===== src/rtl/serial_xfer_seq.sv =====
module serial_xfer_seq #(
  parameter int CW = 16,
  parameter int AW = 10,
  parameter int DW = 8
) (
  input  logic          clk,
  input  logic          rst_n,
  input  logic          ctl_we,
  input  logic [15:0]   ctl_wdata,
  output logic [15:0]   ctl_q,
  input  logic          cnt_we,
  input  logic [CW-1:0] cnt_wdata,
  output logic [CW-1:0] cnt_live,
  input  logic [AW-1:0] tgt_addr,
  output logic          eng_start_req,
  output logic [AW-1:0] eng_addr,
  output logic          eng_read,
  output logic          eng_tx_req,
  output logic [DW-1:0] eng_tx_data,
  output logic          eng_rx_req,
  output logic          eng_stop_req,
  input  logic          eng_done,
  input  logic          eng_ack,
  input  logic [DW-1:0] eng_rx_data,
  input  logic          txf_empty,
  input  logic [DW-1:0] txf_data,
  output logic          txf_pop,
  input  logic          rxf_full,
  output logic          rxf_push,
  output logic [DW-1:0] rxf_data,
  output logic          ev_ardy,
  output logic          ev_nack
);
  localparam int B_GO = 0, B_END = 1, B_XMT = 9, B_MST = 10, B_ON = 15;
  localparam logic [15:0] CTL_MASK = 16'h8603;

  typedef enum logic [2:0] {PH_IDLE, PH_ADDR, PH_RUN, PH_SEND, PH_RECV, PH_STOP} phase_t;

  phase_t        ph;
  logic [CW-1:0] shadow;
  logic          halted;

  wire wr_abort = ctl_we && !ctl_wdata[B_ON];
  wire wr_stop  = ctl_we && ctl_wdata[B_END];
  wire at_end   = (cnt_live == '0) || halted;

  assign eng_start_req = (ph == PH_ADDR);
  assign eng_tx_req    = (ph == PH_SEND);
  assign eng_rx_req    = (ph == PH_RECV);
  assign eng_stop_req  = (ph == PH_STOP);
  assign eng_read      = !ctl_q[B_XMT];

  always_ff @(posedge clk) begin
    if (!rst_n) begin
      ph          <= PH_IDLE;
      ctl_q       <= '0;
      shadow      <= '0;
      cnt_live    <= '0;
      halted      <= 1'b0;
      eng_addr    <= '0;
      eng_tx_data <= '0;
      rxf_data    <= '0;
      txf_pop     <= 1'b0;
      rxf_push    <= 1'b0;
      ev_ardy     <= 1'b0;
      ev_nack     <= 1'b0;
    end else begin
      txf_pop  <= 1'b0;
      rxf_push <= 1'b0;
      ev_ardy  <= 1'b0;
      ev_nack  <= 1'b0;
      if (cnt_we) shadow <= cnt_wdata;
      if (wr_abort) begin
        ctl_q    <= ctl_wdata & CTL_MASK;
        ph       <= PH_IDLE;
        cnt_live <= shadow;
        halted   <= 1'b0;
      end else begin
        if (wr_stop && ph != PH_IDLE && ph != PH_STOP) ctl_q[B_END] <= 1'b1;
        unique case (ph)
          PH_IDLE: if (ctl_we) begin
            ctl_q <= ctl_wdata & CTL_MASK;
            if (ctl_wdata[B_MST] && ctl_wdata[B_GO]) begin
              ctl_q[B_GO] <= 1'b0;
              cnt_live    <= shadow;
              halted      <= 1'b0;
              eng_addr    <= tgt_addr;
              ph          <= PH_ADDR;
            end else if (ctl_wdata[B_END]) begin
              ctl_q[B_END] <= 1'b0;
              ctl_q[B_XMT] <= 1'b0;
              ctl_q[B_MST] <= 1'b0;
              cnt_live     <= shadow;
              ph           <= PH_STOP;
            end
          end
          PH_ADDR: if (eng_done) begin
            if (!eng_ack) begin
              ev_nack <= 1'b1;
              halted  <= 1'b1;
            end
            ph <= PH_RUN;
          end
          PH_RUN: begin
            if (ctl_q[B_END] && at_end) begin
              ctl_q[B_END] <= 1'b0;
              ctl_q[B_XMT] <= 1'b0;
              ctl_q[B_MST] <= 1'b0;
              cnt_live     <= shadow;
              ph           <= PH_STOP;
            end else if (!at_end) begin
              if (ctl_q[B_XMT]) begin
                if (!txf_empty) begin
                  eng_tx_data <= txf_data;
                  txf_pop     <= 1'b1;
                  ph          <= PH_SEND;
                end
              end else if (!rxf_full) begin
                ph <= PH_RECV;
              end
            end
          end
          PH_SEND: if (eng_done) begin
            cnt_live <= cnt_live - 1'b1;
            ev_ardy  <= (cnt_live == CW'(1));
            if (!eng_ack) begin
              ev_nack <= 1'b1;
              halted  <= 1'b1;
            end
            ph <= PH_RUN;
          end
          PH_RECV: if (eng_done) begin
            cnt_live <= cnt_live - 1'b1;
            ev_ardy  <= (cnt_live == CW'(1));
            rxf_data <= eng_rx_data;
            rxf_push <= 1'b1;
            ph       <= PH_RUN;
          end
          PH_STOP: if (eng_done) ph <= PH_IDLE;
          default: ph <= PH_IDLE;
        endcase
      end
    end
  end
endmodule



===== config.mk =====
export PLATFORM = sky130hd
export DESIGN_NAME = serial_xfer_seq
export DESIGN_NICKNAME = d
export VERILOG_FILES = /design/src/rtl/serial_xfer_seq.sv
export SDC_FILE = /design/constraint.sdc
export NUM_CORES = 1
export LEC_CHECK = 0
export ABC_AREA = 1
export BUFFER_PORTS_ARGS = -buffer_cell sky130_fd_sc_hd__buf_4
export CORE_MARGIN = 3
export CORE_UTILIZATION = 45
export CTS_CLUSTER_DIAMETER = 50
export DETAILED_ROUTE_END_ITERATION = 8
export PLACE_DENSITY = 0.86
export SLEW_MARGIN = 5
export SYNTH_ARGS = -nofsm -noshare
export SYNTH_HDL_FRONTEND = slang
export SYNTH_SLANG_ARGS = --single-unit

===== constraint.sdc =====
create_clock -name clk -period 1.89 [get_ports clk]
set_clock_uncertainty 0.2 [all_clocks]
set_input_delay 0.378 -clock clk [delete_from_list [all_inputs] [get_ports clk]]
set_output_delay 0.378 -clock clk [all_outputs]
set_load 0.005 [all_outputs]

== Word level (Yosys, flattened, before mapping) ==
Index checks and enable logic that the tools add are counted.

* Add/sub/neg operators: 1
* Eq/ne operators: 21
* Mux-type cells: 40
* Bitwise operators: 11
* Reductions and logical operators: 33

{| class="wikitable"
|+ Operators with widths
! cell !! count
|-
| $mux W16 || 8
|-
| $pmux W16 S3 || 1
|-
| $mux W3 || 10
|-
| $eq A16 B1 Y1 const B || 1
|-
| $logic_not A16 Y1 || 1
|-
| $sub A16 B1 Y16 const B || 1
|-
| $ne A3 B3 Y1 const B || 5
|-
| $mux W1 || 12
|-
| $ne A4 B4 Y1 const B || 3
|-
| $pmux W3 S4 || 1
|-
| $not A1 Y1 || 11
|-
| $reduce_and A5 Y1 || 2
|-
| $reduce_or A4 Y1 || 2
|-
| $mux W7 || 1
|-
| $reduce_and A7 Y1 || 1
|-
| $eq A3 B2 Y1 const B || 2
|-
| $eq A3 B3 Y1 const B || 2
|-
| $logic_and A1 B1 Y1 || 6
|-
| $mux W2 || 3
|-
| $ne A2 B1 Y1 const B || 3
|-
| $ne A2 B2 Y1 const B || 3
|-
| $reduce_and A3 Y1 || 2
|-
| $reduce_and A6 Y1 || 1
|-
| $reduce_bool A2 Y1 || 3
|-
| 15 further kinds || 21
|}

* Flip-flop bits (word level): 71
* Output and inout port bits: 67
* Word-level logic and storage cells: 120

== Depth between registers and ports, before layout ==
Gate-level depths: netlist of the first run.

* Depth after elaboration: 7
* Gate-level depth with buffers: 14
* Mapped depth without buffers: 13

== Worst setup path after synthesis of the first run ==
OpenSTA, ideal clock, no wires.

* Kind: flip-flop to flip-flop
* Start: reg cnt_live[0]
* End: reg eng_tx_data[4]
* Library setup time: 0.138 ns
* Arrival: 1.679 ns
* Data required time: 1.552 ns
* Setup slack: -0.127 ns
* Stages on the path, launching flop included: 11
* Cells stage by stage: dfxtp_1 > inv_1 > ha_1 > nand2_4 > nor2_4 > nand2_4 > nand2_8 > nor3_2 > nand2_2 > nand2_1 > a21oi_1

* Cells in the longest elaborated chain, start to end: 5
* Elaborated cells between the ends (all ways): 6
* Classes of those cells: 2 x bitwise; 4 x reduce/logical

{| class="wikitable"
|+ RTL lines
! item !! RTL line !! text
|-
| start: declaration || 13 || <nowiki>output logic [CW-1:0] cnt_live,</nowiki>
|-
| start signal: assignment || 76 || <nowiki>cnt_live <= shadow;</nowiki>
|-
| start signal: assignment || 85 || <nowiki>cnt_live <= shadow;</nowiki>
|-
| start signal: assignment || 93 || <nowiki>cnt_live <= shadow;</nowiki>
|-
| $logic_not A16 Y1 * || 45 || <nowiki>wire at_end = (cnt_live == '0) || halted;</nowiki>
|-
| $logic_or A1 B1 Y1 * || 45 ||
|-
| $logic_and A1 B1 Y1 || 105 || <nowiki>if (ctl_q[B_END] && at_end) begin</nowiki>
|-
| $not A1 Y1 (no source line) || -- ||
|-
| $reduce_and A6 Y1 (no source line) * || -- ||
|-
| end signal: assignment || 114 || <nowiki>eng_tx_data <= txf_data;</nowiki>
|-
| end: declaration || 19 || <nowiki>output logic [DW-1:0] eng_tx_data,</nowiki>
|}

Mark *: on every way between the ends. The rest lies on a longest branch, timed or not.
A chain may end at the register's enable or synchronous reset.

== Final worst setup path of the first run ==
* Start: reg ph[0]
* End: reg cnt_live[0]

* Cells in the longest elaborated chain, start to end: 4
* Elaborated cells between the ends (all ways): 13
* Classes of those cells: 7 x eq/ne; 2 x mux; 4 x reduce/logical

{| class="wikitable"
|+ RTL lines
! item !! RTL line !! text
|-
| start: declaration || 39 || <nowiki>phase_t ph;</nowiki>
|-
| start signal: assignment || 55 || <nowiki>ph <= PH_IDLE;</nowiki>
|-
| start signal: assignment || 75 || <nowiki>ph <= PH_IDLE;</nowiki>
|-
| start signal: assignment || 88 || <nowiki>ph <= PH_ADDR;</nowiki>
|-
| $eq A3 B2 Y1 / $eq A3 B3 Y1 (equally long branches) || 80 || <nowiki>unique case (ph)</nowiki>
|-
| $reduce_or A2 Y1 (no source line) || -- ||
|-
| $ne A3 B1 Y1 (no source line), or another cell as far along || -- ||
|-
| $reduce_and A5 Y1 (no source line) / $mux W16 (equally long branches) || -- ||
|}

Parallel ways exist; a longest one is shown, timed or not.

==> results of run 1 <==
path summary, 6_finish.rpt:
| check | to | slack (ns) | depth (start not counted) |
|---|---|---|---|
| max | cnt_live[0] | 0.06 | 10 |
| min | shadow[9] | 0.05 | 3 |
| max reg2reg | cnt_live[0] | 0.06 | 10 |
| min reg2reg | eng_tx_data[2] | 0.26 | 2 |
per-layer routing:
| layer | GRT usage, % | routed length [microns] | up-vias |
|---|---|---|---|
| li1 | - | - | 1911 |
| met4 | 8.65 | 244 | 0 |
| met5 | 0 | 0 | - |
| met3 | 5.37 | 751 | 32 |
| met1 | 26.4 | 4210 | 1729 |
| met2 | 36.3 | 4900 | 165 |
cells in the mapped netlist (all sizes together):
master	n	area [sq um]
clkbuf	11	41.3
nor4b	1	8.76
nand3	35	180
clkinv	1	3.75
dfxtp	71	1420
nand3b	1	7.51
a211oi	1	7.51
nand2	92	459
a22oi	1	7.51
ha	2	25.0
a21oi	44	262
nand4	4	25.0
o21ai	58	302
nor3	7	45.0
buf	17	138
inv	46	173
conb	1	3.75
xor2	2	17.5
xnor2	2	17.5
a31oi	1	6.26
nor2	108	445
o31ai	2	15.0
cell families after synthesis:
kind of cell | Yosys count | synth area share [%]
simple gates | 248 | 32.4
compound gates | 107 | 16.6
buf+inv | 75 | 9.84
flops | 71 | 39.4
xor+xnor | 4 | 0.970
fa+ha+maj | 2 | 0.693
other cells | 1 | 0.104
registers in the layout, indices dropped and copies added (netlist names):
| signal | cells |
|---|---|
| rxf_push | 1 |
| eng_tx_data | 8 |
| eng_addr | 10 |
| ctl_q | 5 |
| shadow | 16 |
| txf_pop | 1 |
| cnt_live | 16 |
| rxf_data | 8 |
| halted | 1 |
| ev_nack | 1 |
| ev_ardy | 1 |
| ph | 3 |
through the flow:
| step | total power [W] | std cells | utilization, % | area (sq um) |
|---|---|---|---|---|
| 2_1_floorplan | 0.00394 | 518 | - | 3670 |
| 3_3_place_gp | 0.00498 | 736 | 60.7 | 4710 |
| 3_5_place_dp | 0.00507 | 736 | 60.7 | 4710 |
| 4_1_cts | 0.00619 | 753 | 63.1 | 4900 |
| 5_1_grt | 0.00686 | 758 | 64.1 | 4980 |
| 6_report | 0.00639 | 758 | 64.1 | 4980 |
power groups by stage:
stage / sequential (W) / clock (W) / combinational [W]
floorplan: 0.00201 / 0 / 0.00193
finish: 0.00194 / 0.00110 / 0.00336
CTS: 0.00192 / 0.00112 / 0.00315
detailed placement: 0.00195 / 0 / 0.00312
global placement: 0.00194 / 0 / 0.00305
global route: 0.00196 / 0.00118 / 0.00372
critical path: stages, from the launching register on:
cell,delay [ns]
dfxtp_2,0.36
nor2_4,0.18
nand2_2,0.14
nor2_2,0.13
nand2_1,0.08
nand2_1,0.11
a21oi_4,0.06
nand2_8,0.13
buf_12,0.14
nand3_1,0.09
a21oi_2,0.15
area by class of cell:
| cell class | count | area (sq um) |
|---|---|---|
| fill | 680 | 2790 |
| multi-input combinational | 374 | 1950 |
| sequential | 71 | 1430 |
| timing repair buffer | 148 | 1130 |
| inverter | 47 | 178 |
| clock buffer | 10 | 128 |
| tap | 102 | 128 |
| clock inverter | 6 | 46.3 |
timing repair:
item | CTS | global route
endpoints found under the hold margin | 1 | 0
hold buffers | 1 | 0
buffers inserted | 0 | 3
endpoints found under the setup margin | 0 | 30
resized for setup | 0 | 15
==> impl_metrics.tcl, run 1 <==
set metrics [dict create \
    status "finished clean" \
    synthCells 508 \
    cts_root_buf "clkbuf_8" \
    clk_latency_ns 0.35 \
    final_cell_mix "146 x buf_4, 96 x nor2_1, 77 x nand2_1, 68 x dfxtp_1, 54 x o21ai_0" \
    power.density_nw_per_um2 1280 \
    power_frac_comb_pct 52.5 \
    critPathMaxFanout 9 \
    yosysWarnings 0 \
    required_ns 1.97 \
    rows 32 \
    fin_ws_ns 0.0639 \
    fin_crit_sh_pct 96.6 \
    grt_pass1_vias 3550 \
    crit_start "ph[0]" \
    power.leakage_nw 2.39 \
    maxSlewViolCount 0 \
    worstPathArrival_ns 1.91 \
    cts_sinks 71 \
    drive_gt1_share_pct 33.7 \
    peakVddDrop_v 0.000576 \
    cp-start-kind "flip-flop" \
    hp-class "input pin to flip-flop" \
    fin_nets 719 \
    drv_cap 0 \
    p_sw_share_pct 42.1 \
    die-area_sq_um 9140 \
    gr-total-overflow 0 \
    grt_antenna_before_repair 0 \
    place_congestion 0.889 \
    grt_start_max_net_pins 46 \
    io_pins 133 \
    fin_crit_ns 1.83 \
    reg2reg_from "ph[0]" \
    syn_area_per_cell_sq_um 7.11 \
    grtUsageTotal_pct 21.6 \
    cts_tree "done" \
    wire_per_inst_microns 13.3 \
    io_buffers 110 \
    drc 0 \
    whs_ns 0.0461 \
    hold_viol 0 \
    dp_worst_setup_slack_ns 0.0200 \
    cts.clk_slew.worst_paths_ns 0.09 \
    area_growth_pct 37.9 \
    dp_hpwl_mm 7.20 \
    layout_commonest_cell "buf_4" \
    rsz0062_at_grt "true" \
    syn-cell-area_sq_um 3610 \
    crit_type "flip-flop to flip-flop" \
    vias 3837 \
    diodes 0 \
    grt_first_pass_wirelength_mm 15.8 \
    viasPerCell 5.06 \
    p_sw_w 0.00270 \
    htreeDepth 3 \
    fp.dieW_microns 95.6 \
    cts_buffer_depth 2 \
    synthDistinctLibCells 38 \
    p_seq_share_pct 30.3 \
    min-delay-start "cnt_wdata[9]" \
    detail-route-antenna-nets 0 \
    fmax_ghz 0.548 \
    end_kind "flip-flop" \
    start_util_pct 46.5 \
    die_height_microns 95.6 \
    drtPass1Iterations 5 \
    synth.yosys.seq_area_share_pct 39.4 \
    placeableCoreArea_sq_um 7770 \
    fin_tns_setup_ns 0 \
    p_clk_share_pct 17.2 \
    dr.first_iter.drc_count 251 \
    setup_viol 0 \
    ys_seq_elements 71 \
    intPower_w 0.00370 \
    cts_made_buffers 9 \
    finalWirelength_mm 10.1 \
]
No activity file was read; power rests on OpenSTA's default activity.
==> run 2: changes to the inputs <==
- CORE_ASPECT_RATIO: default -> 0.7
==> run 2 against run 1 <==
Via count grew 1.9%. Count of clock-buffer cells in the layout shrank 1. Worst setup slack worse by 0.044 ns. Critical path depth increased by 3. Register-to-register slack lost 0.04 ns. Clock power rose by 81%.
==> impl_metrics.tcl, run 2 (synthesis results as in run 1) <==
set metrics [dict create \
    io_buffers 110 \
    wire_per_inst_microns 14.4 \
    setup_viol 0 \
    grtUsageTotal_pct 22.7 \
    dr.first_iter.drc_count 308 \
    crit_type "flip-flop to flip-flop" \
    fin_nets 719 \
    reg2reg_from "cnt_live[1]" \
    cts_buffer_depth 2 \
    layout_commonest_cell "buf_4" \
    clk_latency_ns 0.33 \
    cts_made_buffers 9 \
    viasPerCell 5.18 \
    finalWirelength_mm 10.8 \
    topRoutingLayerUsed "met4" \
    gr-total-overflow 0 \
    htreeDepth 3 \
    fp.dieW_microns 113 \
    placeableCoreArea_sq_um 7550 \
    rsz0062_at_grt "true" \
    crit_start "cnt_live[1]" \
    detail-route-antenna-nets 0 \
    grt_antenna_before_repair 0 \
    drv_cap 0 \
    power.leakage_nw 2.49 \
    fin_crit_ns 1.87 \
    diodes 0 \
    cts_tree "done" \
    drt-met1-wl_mm 4.53 \
    cts_sinks 71 \
    drive_gt1_share_pct 35.1 \
    worstPathArrival_ns 1.94 \
    drc 0 \
    fin_crit_sh_pct 98.9 \
    grt_pass1_vias 3582 \
    multiInputGateArea_sq_um 1980 \
    hold_viol 0 \
    die_height_microns 80.9 \
    power.density_nw_per_um2 1430 \
    vias 3909 \
    start_util_pct 47.8 \
    cp-start-kind "flip-flop" \
    cts.clk_slew.worst_paths_ns 0.06 \
    cts_root_buf "clkbuf_16" \
    place_congestion 0.952 \
    critPathMaxFanout 7 \
    finish.utilization_pct 68.7 \
    grt_first_pass_wirelength_mm 16.7 \
    fill_cells 633 \
    required_ns 1.96 \
    met3WireLength_mm 1.18 \
    final_cell_mix "146 x buf_4, 94 x nor2_1, 78 x nand2_1, 66 x dfxtp_1, 54 x o21ai_0" \
    status "finished clean" \
    largestRegisters "cnt_live x16, shadow x16, eng_addr x10" \
    min-delay-start "eng_ack" \
    p_total_w 0.00741 \
    grt_start_max_net_pins 36 \
    dp_hpwl_mm 7.87 \
    die-area_sq_um 9150 \
    maxSlewViolCount 0 \
    end_kind "flip-flop" \
    fmax_ghz 0.535 \
    peakVddDrop_v 0.000559 \
    io_pins 133 \
    rows 26 \
    regArea_sq_um 1430 \
    hp-class "input pin to flip-flop" \
    area_growth_pct 43.6 \
    drtPass1Iterations 5 \
    wl_met2_mm 4.94 \
]
-- run 2: cell types whose count changed in the layout (fill, tap and decap cells not counted), sizes merged --
cell / previous run / this run
inv: 47 / 49
dlygate4sd3: 1 / 0
buf: 147 / 148
bufinv: 0 / 3
clkinv: 4 / 2
clkinvlp: 2 / 0
clkbuf: 10 / 9
-- run 2: report_power, final --
| part | leakage [nW] | total (W) | switching [W] | internal (W) |
|---|---|---|---|---|
| logic | 1.74 | 0.00348 | 0.00200 | 0.00148 |
| registers | 0.583 | 0.00194 | 0.000194 | 0.00175 |
| clock network | 0.172 | 0.00199 | 0.000678 | 0.00131 |
-- run 2: path summary, 6_finish.rpt --
path / endpoint / slack [ns] / cells past startpoint
setup reg to reg: cnt_live[8] / 0.02 / 13
setup / recovery: cnt_live[8] / 0.02 / 13
hold reg to reg: ctl_q[15] / 0.25 / 2
hold / removal: ev_nack / 0.03 / 2
-- run 2: per-layer routing --
metal	up-vias	global-route usage, %
li1	1912	-
met1	1735	29.7
met2	226	36.7
met3	36	6.03
met4	0	7.56
met5	-	0
-- run 2: layout make-up --
cell class	instances	share of cell area, %
Tap cell	98	2.37
Clock inverter	7	2.46
Inverter	47	3.50
Multi-Input combinational cell	374	38.2
Timing Repair Buffer	148	21.6
Clock buffer	9	4.34
Sequential cell	71	27.5
-- run 2: worst max-delay path: stages, from the launching register on --
cell and delay, ns:
dfxtp_2 0.32, inv_2 0.07, ha_4 0.15, nand2_4 0.06, nor2_4 0.18, nand2_4 0.09, nand2_8 0.08, nand2_8 0.07
nand2_8 0.09, nand2_8 0.09, buf_6 0.16, nand3_2 0.06, nand2_1 0.07, a21oi_2 0.10
-- run 2: stage by stage --
step | instance area, sq um | hold WS, ns | TNS, ns | setup slack [ns] | std cells
2_1_floorplan | 3670 | 0.245 | 0 | 0.00789 | 518
3_3_place_gp | 4700 | 0.245 | 0 | 0.0389 | 732
3_5_place_dp | 4700 | 0.247 | -0.0139 | -0.0131 | 732
4_1_cts | 5050 | 0.0194 | 0 | 0.000330 | 748
5_1_grt | 5180 | 0.0182 | -0.818 | -0.0978 | 754
6_report | 5180 | 0.0326 | 0 | 0.0202 | 754
-- run 2: repair_timing --
action / 4_1_cts / 5_1_grt
resized for setup: 1 / 26
buffers inserted: 0 / 4
endpoints found under the setup margin: 4 / 34
pin swaps: 1 / 3
hold buffers: 0 / 0
gates cloned: 0 / 2
==> run 3: changes to the inputs <==
- CORE_MARGIN: 3 -> 4
- CORE_UTILIZATION: 45 -> 25
- PLACE_DENSITY: 0.86 -> 0.57
- SKIP_LAST_GASP: default -> 1
==> run 3 against run 2 <==
Count of clock-buffer cells in the layout increased by 1. Critical path depth down 8. Worst setup slack better by 0.059 ns. Total power shrank 3.1%. Die area grew 80%. Fmax up 3.3%. Via count fell by 2.9%. First-iteration DRC count decreased by 33%. Critical path type is now flip-flop to output pin. Highest routed layer unchanged.
==> impl_metrics.tcl, run 3 (synthesis results as in run 1) <==
set metrics [dict create \
    status "finished clean" \
    worstPathArrival_ns 1.23 \
    rsz0062_at_grt "true" \
    cts_tree "done" \
    detail-route-antenna-nets 0 \
    drc 0 \
    area_growth_pct 46.3 \
    reg2reg_depth 11 \
    cts_sinks 71 \
    holdPathStages 2 \
    cp_cell_sequence "inv_2 -> nand3_2 -> buf_4 -> inv_1 -> buf_4" \
    finish.utilization_pct 37.7 \
    dp_hpwl_mm 8.60 \
    fmax_ghz 0.552 \
    crit_type "flip-flop to output pin" \
    wire_per_inst_microns 13.4 \
    cts_buffer_depth 2 \
    fill_cells 1485 \
    cts_hold_buf 0 \
    clk_latency_ns 0.34 \
    start_util_pct 25.8 \
    fp.dieW_microns 152 \
    cts_made_buffers 9 \
    slowest_delay_ns 0.34 \
    drive_gt1_share_pct 36.1 \
    rows 36 \
    maxSlewViolCount 0 \
    io_pins 133 \
    grt_start_max_net_pins 36 \
    vias 3797 \
    dp_worst_setup_slack_ns -0.0126 \
    diodes 0 \
    place_area_sq_um 4860 \
    cts_root_buf "clkbuf_16" \
    io_buffers 110 \
    grt_antenna_before_repair 0 \
    fin_crit_ns 1.81 \
    finalWirelength_mm 11.4 \
    htreeDepth 3 \
    end_kind "output pin" \
    critical_path.slowest_cell "dfxtp_2" \
    cp-start-kind "flip-flop" \
    grtUsageTotal_pct 13.4 \
    design_area_sq_um 5280 \
    setup_viol 0 \
    largestRegisters "cnt_live x16, shadow x16, eng_addr x10" \
    crit_top_cell "buf_4" \
    power.leakage_nw 2.49 \
    dr.first_iter.drc_count 206 \
    die_height_microns 109 \
    cts.clk_slew.worst_paths_ns 0.06 \
    final_cell_mix "151 x buf_4, 95 x nor2_1, 76 x nand2_1, 66 x dfxtp_1, 54 x o21ai_0" \
    viasPerCell 4.47 \
    drtPass1Iterations 4 \
    peakVddDrop_v 0.000554 \
    finalNonFillerCells 850 \
    die-area_sq_um 16500 \
    gr-total-overflow 0 \
    grt_pass1_vias 3585 \
    hold_viol 0 \
    place_congestion 0.905 \
    fin_nets 723 \
    fin_tns_setup_ns 0 \
    fin_crit_sh_pct 95.8 \
    drv_cap 0 \
    fin_ws_ns 0.0795 \
    hp-class "input pin to flip-flop" \
    grt_first_pass_wirelength_mm 17.4 \
    critPathMaxFanout 6 \
    required_ns 1.31 \
    power.density_nw_per_um2 1360 \
    dp_cells 831 \
    layout_commonest_cell "buf_4" \
    placeableCoreArea_sq_um 14000 \
]
==> run 3: layout make-up <==
class | instances | area (sq um) | share of cell area, %
inverters | 47 | 178 | 3.36
flip-flops and latches | 71 | 1430 | 27.0
well taps | 190 | 238 | 4.50
clock buffers | 10 | 239 | 4.52
multi-input cells | 373 | 1980 | 37.4
repair buffers | 153 | 1160 | 21.9
clock inverters | 6 | 68.8 | 1.30
==> run 3: repair_timing <==
action                                 4_1_cts  5_1_grt
resized for setup                           10       18
pin swaps                                    2        7
endpoints found under the hold margin        0        0
setup endpoints to repair                    5       30
setup buffers                                1        1
cloned                                       0        1
==> run 3: path summary, 6_finish.rpt <==
| kind | start | endpoint | slack (ns) |
|---|---|---|---|
| worst min-delay path | eng_ack | ev_nack | 0.03 |
| worst max-delay path | ph[1] | eng_rx_req | 0.08 |
| worst max register to register | cnt_live[1] | eng_tx_data[6] | 0.09 |
| worst min register to register | eng_tx_data[2] | eng_tx_data[2] | 0.26 |
==> run 3: power by group <==
group	total (W)	switching [W]	leakage [nW]	internal, W
sequential	0.00194	0.000189	0.583	0.00175
combinational	0.00350	0.00195	1.76	0.00155
clock	0.00174	0.000675	0.149	0.00106
==> run 3: metal layers <==
layer / share of wire [%] / routed length, microns / up-vias / global-route usage (%)
met3: 7.8 / 883 / 15 / 4.65
met4: 1.6 / 179 / 0 / 4.29
met1: 47 / 5390 / 1728 / 18.5
li1: - / - / 1921 / -
met2: 43 / 4920 / 133 / 19.6
met5: 0 / 0 / - / 0
==> run 3: worst max-delay path, delay by kind of cell, from the launching register on <==
family        cells  cell delay, ns
buf+inv           4            0.45
flops             1            0.34
simple gates      1            0.11
==> run 3: per-stage QoR <==
| step | hold WS, ns | power, W |
|---|---|---|
| floorplan | 0.245 | 0.00394 |
| global placement | 0.244 | 0.00522 |
| detailed placement | 0.254 | 0.00527 |
| CTS | 0.0109 | 0.00709 |
| global route | 0.0271 | 0.00768 |
| finish | 0.0324 | 0.00717 |
